`src/rtl/sertx_pkg.sv`:
```
// Shared definitions for the serial transmitter.
// Assumes: frame length never exceeds start + 8 data + parity + 2 stop bits.
package sertx_pkg;

    localparam int DATA_W    = 8;
    localparam int MAX_FRAME = 1 + DATA_W + 1 + 2;
    localparam int LEN_W     = $clog2(MAX_FRAME + 1);

    // Line-control byte layout; the bit positions are decoded by the framer and queue.
    typedef struct packed {
        logic [1:0] spare;      // [7:6] no effect
        logic       fifo_on;    // [5]
        logic       two_stop;   // [4]
        logic       even_par;   // [3]
        logic       par_on;     // [2]
        logic [1:0] wlen;       // [1:0] 0..3 -> 5..8 data bits
    } line_ctl_t;

endpackage

```
`src/rtl/sertx_queue.sv`:
```
// Character queue. Works as a DEPTH-entry FIFO or as a one-entry holding
// register, chosen live by fifo_on. A push is accepted only while not full.
// Assumes: the consumer pops only when empty is low.
module sertx_queue #(
    parameter int DEPTH = 16,
    parameter int W     = 8
) (
    input  logic         clk,
    input  logic         rst_n,
    input  logic         fifo_on,
    input  logic         push,
    input  logic [W-1:0] push_data,
    input  logic         pop,
    output logic [W-1:0] head,
    output logic         empty,
    output logic         full
);
    localparam int AW = (DEPTH > 1) ? $clog2(DEPTH) : 1;
    localparam int CW = $clog2(DEPTH + 1);

    logic [W-1:0]  mem [DEPTH];
    logic [AW-1:0] wr_ptr, rd_ptr;
    logic [CW-1:0] count;
    logic [CW-1:0] cap;
    logic          accept, take;

    // Capacity follows the FIFO enable bit.
    always_comb begin
        cap    = fifo_on ? CW'(DEPTH) : CW'(1);
        full   = (count >= cap);
        empty  = (count == '0);
        accept = push && !full;
        take   = pop && !empty;
        head   = mem[rd_ptr];
    end

    // Storage write; no reset needed on the data array.
    always_ff @(posedge clk) begin
        if (accept) mem[wr_ptr] <= push_data;
    end

    // Pointer and occupancy bookkeeping.
    always_ff @(posedge clk) begin
        if (!rst_n) begin
            wr_ptr <= '0;
            rd_ptr <= '0;
            count  <= '0;
        end else begin
            if (accept) wr_ptr <= (wr_ptr == AW'(DEPTH - 1)) ? '0 : wr_ptr + AW'(1);
            if (take)   rd_ptr <= (rd_ptr == AW'(DEPTH - 1)) ? '0 : rd_ptr + AW'(1);
            count <= count + CW'(accept) - CW'(take);
        end
    end


    drop_keeps_count_chk: assert property (@(posedge clk) disable iff (!rst_n)
        (push && full && !pop) |=> (count == $past(count)));


    single_slot_chk: assert property (@(posedge clk) disable iff (!rst_n)
        (!fifo_on && count != '0) |-> full);


    depth_bound_chk: assert property (@(posedge clk) disable iff (!rst_n)
        (count <= CW'(DEPTH)));

endmodule

```
`src/rtl/sertx_framer.sv`:
```
// Frame builder and shifter. On a tick with a character available and the
// line free (or on the final bit of the current frame) it samples the
// line-control byte, builds the whole frame and shifts it out one bit per tick.
// Assumes: bit_tick is a single-cycle pulse.
module sertx_framer
    import sertx_pkg::*;
(
    input  logic              clk,
    input  logic              rst_n,
    input  logic              bit_tick,
    input  line_ctl_t         lc,
    input  logic              have_data,
    input  logic [DATA_W-1:0] head,
    output logic              pop,
    output logic              txd
);
    logic [MAX_FRAME-1:0] fv_next, shreg;
    logic [LEN_W-1:0]     len_next, len_r, idx;
    logic                 busy, last, start, pbit;
    int                   wl;

    // Build the next frame image and its length from the live line control.
    always_comb begin
        wl      = 5 + int'(lc.wlen);
        fv_next = '1;
        fv_next[0] = 1'b0;
        pbit    = 1'b0;
        for (int i = 0; i < DATA_W; i++) begin
            if (i < wl) begin
                fv_next[i + 1] = head[i];
                pbit = pbit ^ head[i];
            end
        end
        if (!lc.even_par) pbit = ~pbit;
        for (int j = 0; j < MAX_FRAME; j++) begin
            if (lc.par_on && j == wl + 1) fv_next[j] = pbit;
        end
        len_next = LEN_W'(6) + LEN_W'(lc.wlen) + LEN_W'(lc.par_on)
                 + (lc.two_stop ? LEN_W'(2) : LEN_W'(1));
    end

    // Frame start decision: idle or finishing, on a tick, with data waiting.
    always_comb begin
        last  = busy && (idx == len_r - LEN_W'(1));
        start = bit_tick && have_data && (!busy || last);
        pop   = start;
        txd   = shreg[0];
    end

    // Shift engine, advancing once per tick.
    always_ff @(posedge clk) begin
        if (!rst_n) begin
            busy  <= 1'b0;
            shreg <= '1;
            idx   <= '0;
            len_r <= '0;
        end else if (bit_tick) begin
            if (start) begin
                busy  <= 1'b1;
                shreg <= fv_next;
                idx   <= '0;
                len_r <= len_next;
            end else if (last) begin
                busy  <= 1'b0;
                shreg <= '1;
            end else if (busy) begin
                shreg <= {1'b1, shreg[MAX_FRAME-1:1]};
                idx   <= idx + LEN_W'(1);
            end
        end
    end


    idle_mark_chk: assert property (@(posedge clk) disable iff (!rst_n)
        !busy |-> txd);


    start_on_tick_chk: assert property (@(posedge clk) disable iff (!rst_n)
        $rose(busy) |-> $past(bit_tick));


    lc_hold_chk: assert property (@(posedge clk) disable iff (!rst_n)
        (busy && !start) |=> $stable(len_r));


    idx_range_chk: assert property (@(posedge clk) disable iff (!rst_n)
        busy |-> (idx < len_r));

endmodule

```
`src/rtl/sertx_top.sv`:
```
// Serial transmitter top: character queue feeding the frame shifter.
// Assumes: bit_tick comes from an external baud generator in this clock domain.
module sertx_top
    import sertx_pkg::*;
#(
    parameter int DEPTH = 16
) (
    input  logic       clk,
    input  logic       rst_n,
    input  logic       bit_tick,
    input  logic [7:0] line_ctl,
    input  logic       wr_en,
    input  logic [7:0] wr_data,
    output logic       txd,
    output logic       tx_full
);
    line_ctl_t         lc;
    logic [DATA_W-1:0] head;
    logic              empty, pop;

    // Reinterpret the raw byte as its fields.
    always_comb lc = line_ctl_t'(line_ctl);

    sertx_queue #(.DEPTH(DEPTH), .W(DATA_W)) u_queue (
        .clk       (clk),
        .rst_n     (rst_n),
        .fifo_on   (lc.fifo_on),
        .push      (wr_en),
        .push_data (wr_data),
        .pop       (pop),
        .head      (head),
        .empty     (empty),
        .full      (tx_full)
    );

    sertx_framer u_framer (
        .clk       (clk),
        .rst_n     (rst_n),
        .bit_tick  (bit_tick),
        .lc        (lc),
        .have_data (!empty),
        .head      (head),
        .pop       (pop),
        .txd       (txd)
    );

endmodule

```
`config.mk`:
```
export PLATFORM = sky130hd
export DESIGN_NAME = sertx_top
export DESIGN_NICKNAME = d
export VERILOG_FILES = /design/src/rtl/sertx_pkg.sv /design/src/rtl/sertx_queue.sv /design/src/rtl/sertx_framer.sv /design/src/rtl/sertx_top.sv
export SDC_FILE = /design/constraint.sdc
export NUM_CORES = 1
export LEC_CHECK = 0
export ABC_AREA = 1
export BUFFER_PORTS_ARGS = -buffer_cell sky130_fd_sc_hd__buf_2
export CORE_MARGIN = 1
export CORE_UTILIZATION = 35
export CTS_BUF_LIST = sky130_fd_sc_hd__clkbuf_8
export CTS_CLUSTER_SIZE = 20
export DETAILED_ROUTE_END_ITERATION = 16
export PLACE_DENSITY = 0.46
export SLEW_MARGIN = 5
export SYNTH_ARGS = -nofsm -noshare
export SYNTH_HDL_FRONTEND = slang
export SYNTH_SLANG_ARGS = --single-unit
```
`constraint.sdc`:
```
create_clock -name clk -period 6.3 [get_ports clk]
set_input_delay 1.26 -clock clk [delete_from_list [all_inputs] [get_ports clk]]
set_output_delay 1.26 -clock clk [all_outputs]
set_load 0.02 [all_outputs]
```
* Word level (Yosys, flattened, before mapping) *
Memories as Yosys holds them, arrays and structs flattened. A register that Yosys moved wholly into a read port is not among the register bits.
Cells that the tools add are included.

storage, ports and cells
  register bits = 34
  input bits = 20
  bits in latches = 0
  word-level logic and storage cells = 126
  bits in read-only memories = 0
  RAM bits = 128
  memories kept = 1
  output and inout port bits = 2

memory list
  memory       words  width  rd ports  clocked after memory_dff  write ports  RTL line           text
  u_queue.mem  16     8      1         1                         1            sertx_queue.sv:21  logic [W-1:0] mem [DEPTH];

operators by class
  muxes and demuxes = 45
  bitwise gates (word level) = 8
  add/sub/neg operators = 11
  shifts and indexed selects = 0
  reduce and logical (&&, ||, !) cells = 30
  order comparisons = 9
  div/mod/pow operators = 0
  multiply operators = 0
  equal/unequal tests = 15

operator list
  operator                                                               number
  4-bit by 32-bit == test with 1-bit output (first input constant)       4
  5-bit by 32-bit == test with 1-bit output (first input constant)       4
  4-bit by 32-bit < comparator with 1-bit output (first input constant)  4
  3-bit by 32-bit == test with 1-bit output (first input constant)       2
  3-bit by 32-bit < comparator with 1-bit output (first input constant)  2
  12-bit two-way mux                                                     3
  1-bit two-way mux                                                      33
  32-bit by 2-bit adder with 32-bit output (second input constant)       1
  2-bit by 32-bit == test with 1-bit output (first input constant)       1
  32-bit zero test                                                       1
  1-bit by 32-bit < comparator with 1-bit output (first input constant)  1
  2-bit by 32-bit < comparator with 1-bit output (first input constant)  1
  4-bit two-way mux                                                      7
  1-bit logical AND                                                      17
  4-bit by 1-bit adder with 4-bit output (second input constant)         3
  3-bit by 2-bit adder with 4-bit output (first input constant)          2
  4-bit == test (second input constant)                                  2
  1-bit bitwise XOR                                                      7
  2-bit AND reduction                                                    3
  5-bit by 1-bit adder with 5-bit output                                 1
  5-bit greater-or-equal comparator                                      1
  5-bit zero test                                                        1
  5-bit two-way mux                                                      1
  5-bit by 1-bit subtractor with 5-bit output                            1
  other kinds (12)                                                       15

* Longest topological paths before layout *
  depth in word-level cells = 21
  gate-level depth with buffers = 21
  gate-level depth less buffers = 20

* Hierarchy *
Synthesis repeated with hierarchy kept, for this count alone.

second synthesis, totals
  cells, all modules = 825
  area total of the unflattened synthesis = 7897.6 um^2

modules (own cells, without submodules)
  module        instances  area each (um^2)  cells each  seq. area each (um^2)
  sertx_queue   1          6334.8            568         4184.0
  sertx_framer  1          1559.0            256         420.4
  sertx_top     1          3.8               1           0.0

* Least setup slack after synthesis *
No wires, ideal clock.

  path kind = in2reg
  start point = input port bit_tick
  end point = register u_queue.count[4]
  data arrival time = 3286 ps
  data required time = 6178 ps
  path buffers = 1
  library setup time = 122 ps
  cell stages on the path = 14
  setup slack = 2891 ps
  cells stage by stage = inv_1 -> a31oi_1 -> nand2_1 -> clkinv_1 -> buf_2 -> ha_1 -> inv_1 -> ha_1 -> inv_1 -> fa_1 -> o21ai_0 -> a21oi_1 -> o21ai_0 -> a21oi_1

between the ends
  cells in the longest elaborated chain, start to end = 4

ends and longest elaborated chain
  what                                         RTL line            text
  start, declared                              sertx_top.sv:10     input logic bit_tick,
  1-bit logical AND (2 in series)              sertx_framer.sv:45  start = bit_tick && have_data && (!busy || last);
  1-bit logical AND                            sertx_queue.sv:33   take = pop && !empty;
  5-bit by 1-bit subtractor with 5-bit output  sertx_queue.sv:51   count <= count + CW'(accept) - CW'(take);
  end signal, assigned                         sertx_queue.sv:51
  end, declared                                sertx_queue.sv:23   logic [CW-1:0] count;

Every way passes these cells.
A chain may end at the register's enable or synchronous reset.

* Final worst setup path *
  start point = register u_framer.len_r[0]
  end point = register u_queue.count[4]

between the ends
  cells in the longest elaborated chain, start to end = 7

ends and longest elaborated chain
  what                                         RTL line            text
  start, declared                              sertx_framer.sv:18  logic [LEN_W-1:0] len_next, len_r, idx;
  start signal, assigned                       sertx_framer.sv:62  len_r <= len_next;
  4-bit by 1-bit subtractor with 4-bit output  sertx_framer.sv:44  last = busy && (idx == len_r - LEN_W'(1));
  4-bit == test                                sertx_framer.sv:44
  1-bit logical AND                            sertx_framer.sv:44
  1-bit logical OR                             sertx_framer.sv:45
  1-bit logical AND                            sertx_framer.sv:45
  1-bit logical AND                            sertx_queue.sv:33
  5-bit by 1-bit subtractor with 5-bit output  sertx_queue.sv:51

Every way passes these cells.

==> flow_summary.ini <==
[yosys]
ys_seq_elements = 166
synth_warnings = 0
synthArstFlopShare_pct = 0
synth_top_cell_by_area = edfxtp_1
synth_nets = 873
synth_commonest_cells = nand2_1 (223), edfxtp_1 (128), nand3_1 (106)
synth.top_cell.area_share_pct = 49.7
yosysMostFrequentCell = nand2_1
synth_area_leaders = edfxtp_1 (50%), nand2_1 (11%), dfxtp_1 (9.8%)
synthesis.area_mm2 = 0.00774
synth_edf_count = 128
synthDistinctLibCells = 31
synth_cells = 829
ys_seq_area_share_pct = 59.5
syn_avg_cell_area_um2 = 9.34
synth_ff_type = edfxtp_1

[clock_tree]
cts.sinks = 166
cts_setup_buffers = 0
cts_tree = built
clock_path_buffers = 2
cts.clk_slew.worst_paths_ns = 0.10
cts-resized-gates = 0
clk_latency_ns = 0.45
cts_root_buf = clkbuf_8
cts_hold_buf = 0
cts_made_buffers = 17
cts.htree.levels = 4

[pwr]
clockPowerShare_pct = 27.7
p_sw_uw = 1080
power.internal_uw = 2010
switching_share_pct = 34.8
p_leak_uw = 0.00342
seqPwrFrac_pct = 42.3
powerDensity_mw_per_mm2 = 365
ir_drop_v = 0.000219
total_power_uw = 3090
p_comb_share_pct = 30.0

[hold_path]
worstHoldPathType = flop to flop
hold_end = u_framer.shreg[0]
min_from = u_framer.shreg[0]
min_path_cells = 2

[critical_path]
path_max_fanout = 23
end_kind = flop
startpoint_type = flop
r2r_cells = 18
critPathArrivalTime_ns = 4.64
regToRegStartpoint = u_framer.len_r[0]
critical_path_class = flop to flop
r2r-end = u_queue.count[4]
r2r_setup_slack_ns = 2.01
worstPathRequired_ns = 6.65

[global_route]
grt_overflow_total = 0
grt_pass1_wl_um = 27700
track_usage_pct = 16.5
grt_max_degree = 65
grt_pass1_vias = 5147
antenna_found_initial = 0

[routing]
drc_errors = 0
drtIter0Drc = 346
wl_per_cell_um = 15.6
ant_nets = 0
drt-total-wl_um = 17600
via_per_inst = 4.85
vias = 5484
drtPass1Iterations = 5

[final_layout]
area_delta_synth_final_pct = 9.31
num_antenna_cells = 0
stdcell_count = 1131
fill_cells = 2130
nets = 882
seqCellArea_mm2 = 0.00461
drive_gt1_share_pct = 7.64
multiInputGateArea_mm2 = 0.00255

[sta]
tightest_slew_ns = 1.17
min_period_ns = 4.29
fin_crit_sh_pct = 68.2
fin_skew_ns = 0.0150
max_slew_margin_pct = 22.2
setup_viol = 0
fmax_mhz = 233
hold_ws_ns = 0.466
finalHoldViolations = 0
setup_slack_ns = 2.01
finalSetupTns_ns = 0
rsz0062_at_grt = false
drv_slew = 0

[die]
die_w_um = 151
initial_utilization_pct = 35.6
die_area_mm2 = 0.0227
core_area_mm2 = 0.0218
io_pins = 22
placementRows = 54
die_h_um = 151

[placed_design]
place_ws_ns = 1.60
port_buffers = 19
hpwlAfterDp_um = 11000
dp.cells = 1099
gp_congestion = 0.785

[outcome]
outcome = finished clean

[run]
cap_violations = 0
==> sequential cells by signal, indices dropped and copies added, names as in the netlist, named ones only <==
register,count
u_framer.busy,1
u_queue.count,5
u_queue.rd_ptr,4
u_queue.mem,128
u_queue.wr_ptr,4
u_framer.len_r,4
u_framer.idx,4
u_framer.shreg,12
==> power groups by stage <==
stage / Clock (uW) / Combinational, uW / Sequential [uW]
floorplan: 0 / 723 / 1320
global placement: 0 / 916 / 1330
detailed placement: 0 / 936 / 1330
CTS: 879 / 940 / 1310
global route: 924 / 1070 / 1320
finish: 857 / 927 / 1310
==> worst max-delay path: stages (launching register included) <==
cell	delay [ns]
dfxtp_1	0.37
inv_1	0.09
ha_1	0.30
xor2_1	0.14
o21ai_0	0.07
a21oi_1	0.06
o211ai_1	0.12
nand2_1	0.13
nand2_1	0.56
clkinv_1	0.70
ha_1	0.49
inv_1	0.06
ha_1	0.16
inv_1	0.06
fa_1	0.39
o21ai_0	0.18
a21oi_1	0.11
o21ai_0	0.16
a21oi_1	0.05
==> layout make-up <==
cell class | count | area share, %
inverter | 103 | 4.57
sequential | 166 | 54.4
clock inverter | 12 | 2.09
multi-input combinational | 528 | 30.1
tap | 280 | 4.14
timing repair buffer | 22 | 1.39
clock buffer | 20 | 3.25
==> cell usage in the layout (no fill, tap or decap), types with 4 or more instances in the layout <==
cell	n
ha_1	22
bufinv_16	4
a21oi_1	34
nand3_1	106
edfxtp_1	128
nor3_1	15
inv_1	101
buf_2	19
nand2_1	223
nand2_2	6
o211ai_1	4
dfxtp_1	37
o21ai_1	4
o21ai_0	38
nor2_1	59
clkbuf_8	20
==> metrics by stage <==
stage | util, % | cell area, um2
global route | 38.9 | 8460
CTS | 38.9 | 8460
finish | 38.9 | 8460
floorplan | - | 7740
global placement | 36.8 | 8010
detailed placement | 36.8 | 8010
==> cell families (layout without fill, tap and decap cells) <==
group,count (synthesis),after routing,synth area share (%)
AND/OR/NAND/NOR,414,414,22.5
XOR/XNOR,5,5,0.566
AO/OA/AOI/OAI,85,85,5.79
adder cells (fa/ha/maj),24,24,4.07
flip-flops,166,166,59.5
buffers and inverters,135,157,7.58
==> layer usage <==
layer	track usage, %	up-vias	part of all wire (%)
li1	-	2754	-
met1	22.2	2619	48
met2	26.7	95	47
met3	3.52	16	3.8
met4	4.85	0	1.1
met5	0	-	0
==> how the worst max path moves through the flow <==
stage	slack, ns	from	to	cells past startpoint
floorplan	2.89	bit_tick	u_queue.count[4]	14
global placement	1.74	bit_tick	u_queue.count[4]	14
detailed placement	1.60	bit_tick	u_queue.count[4]	14
CTS	1.95	u_framer.len_r[0]	u_queue.count[4]	18
global route	1.51	u_framer.len_r[0]	u_queue.count[4]	18
finish	2.01	u_framer.len_r[0]	u_queue.count[4]	18
Note: power is estimated with default switching activity, not from simulation.
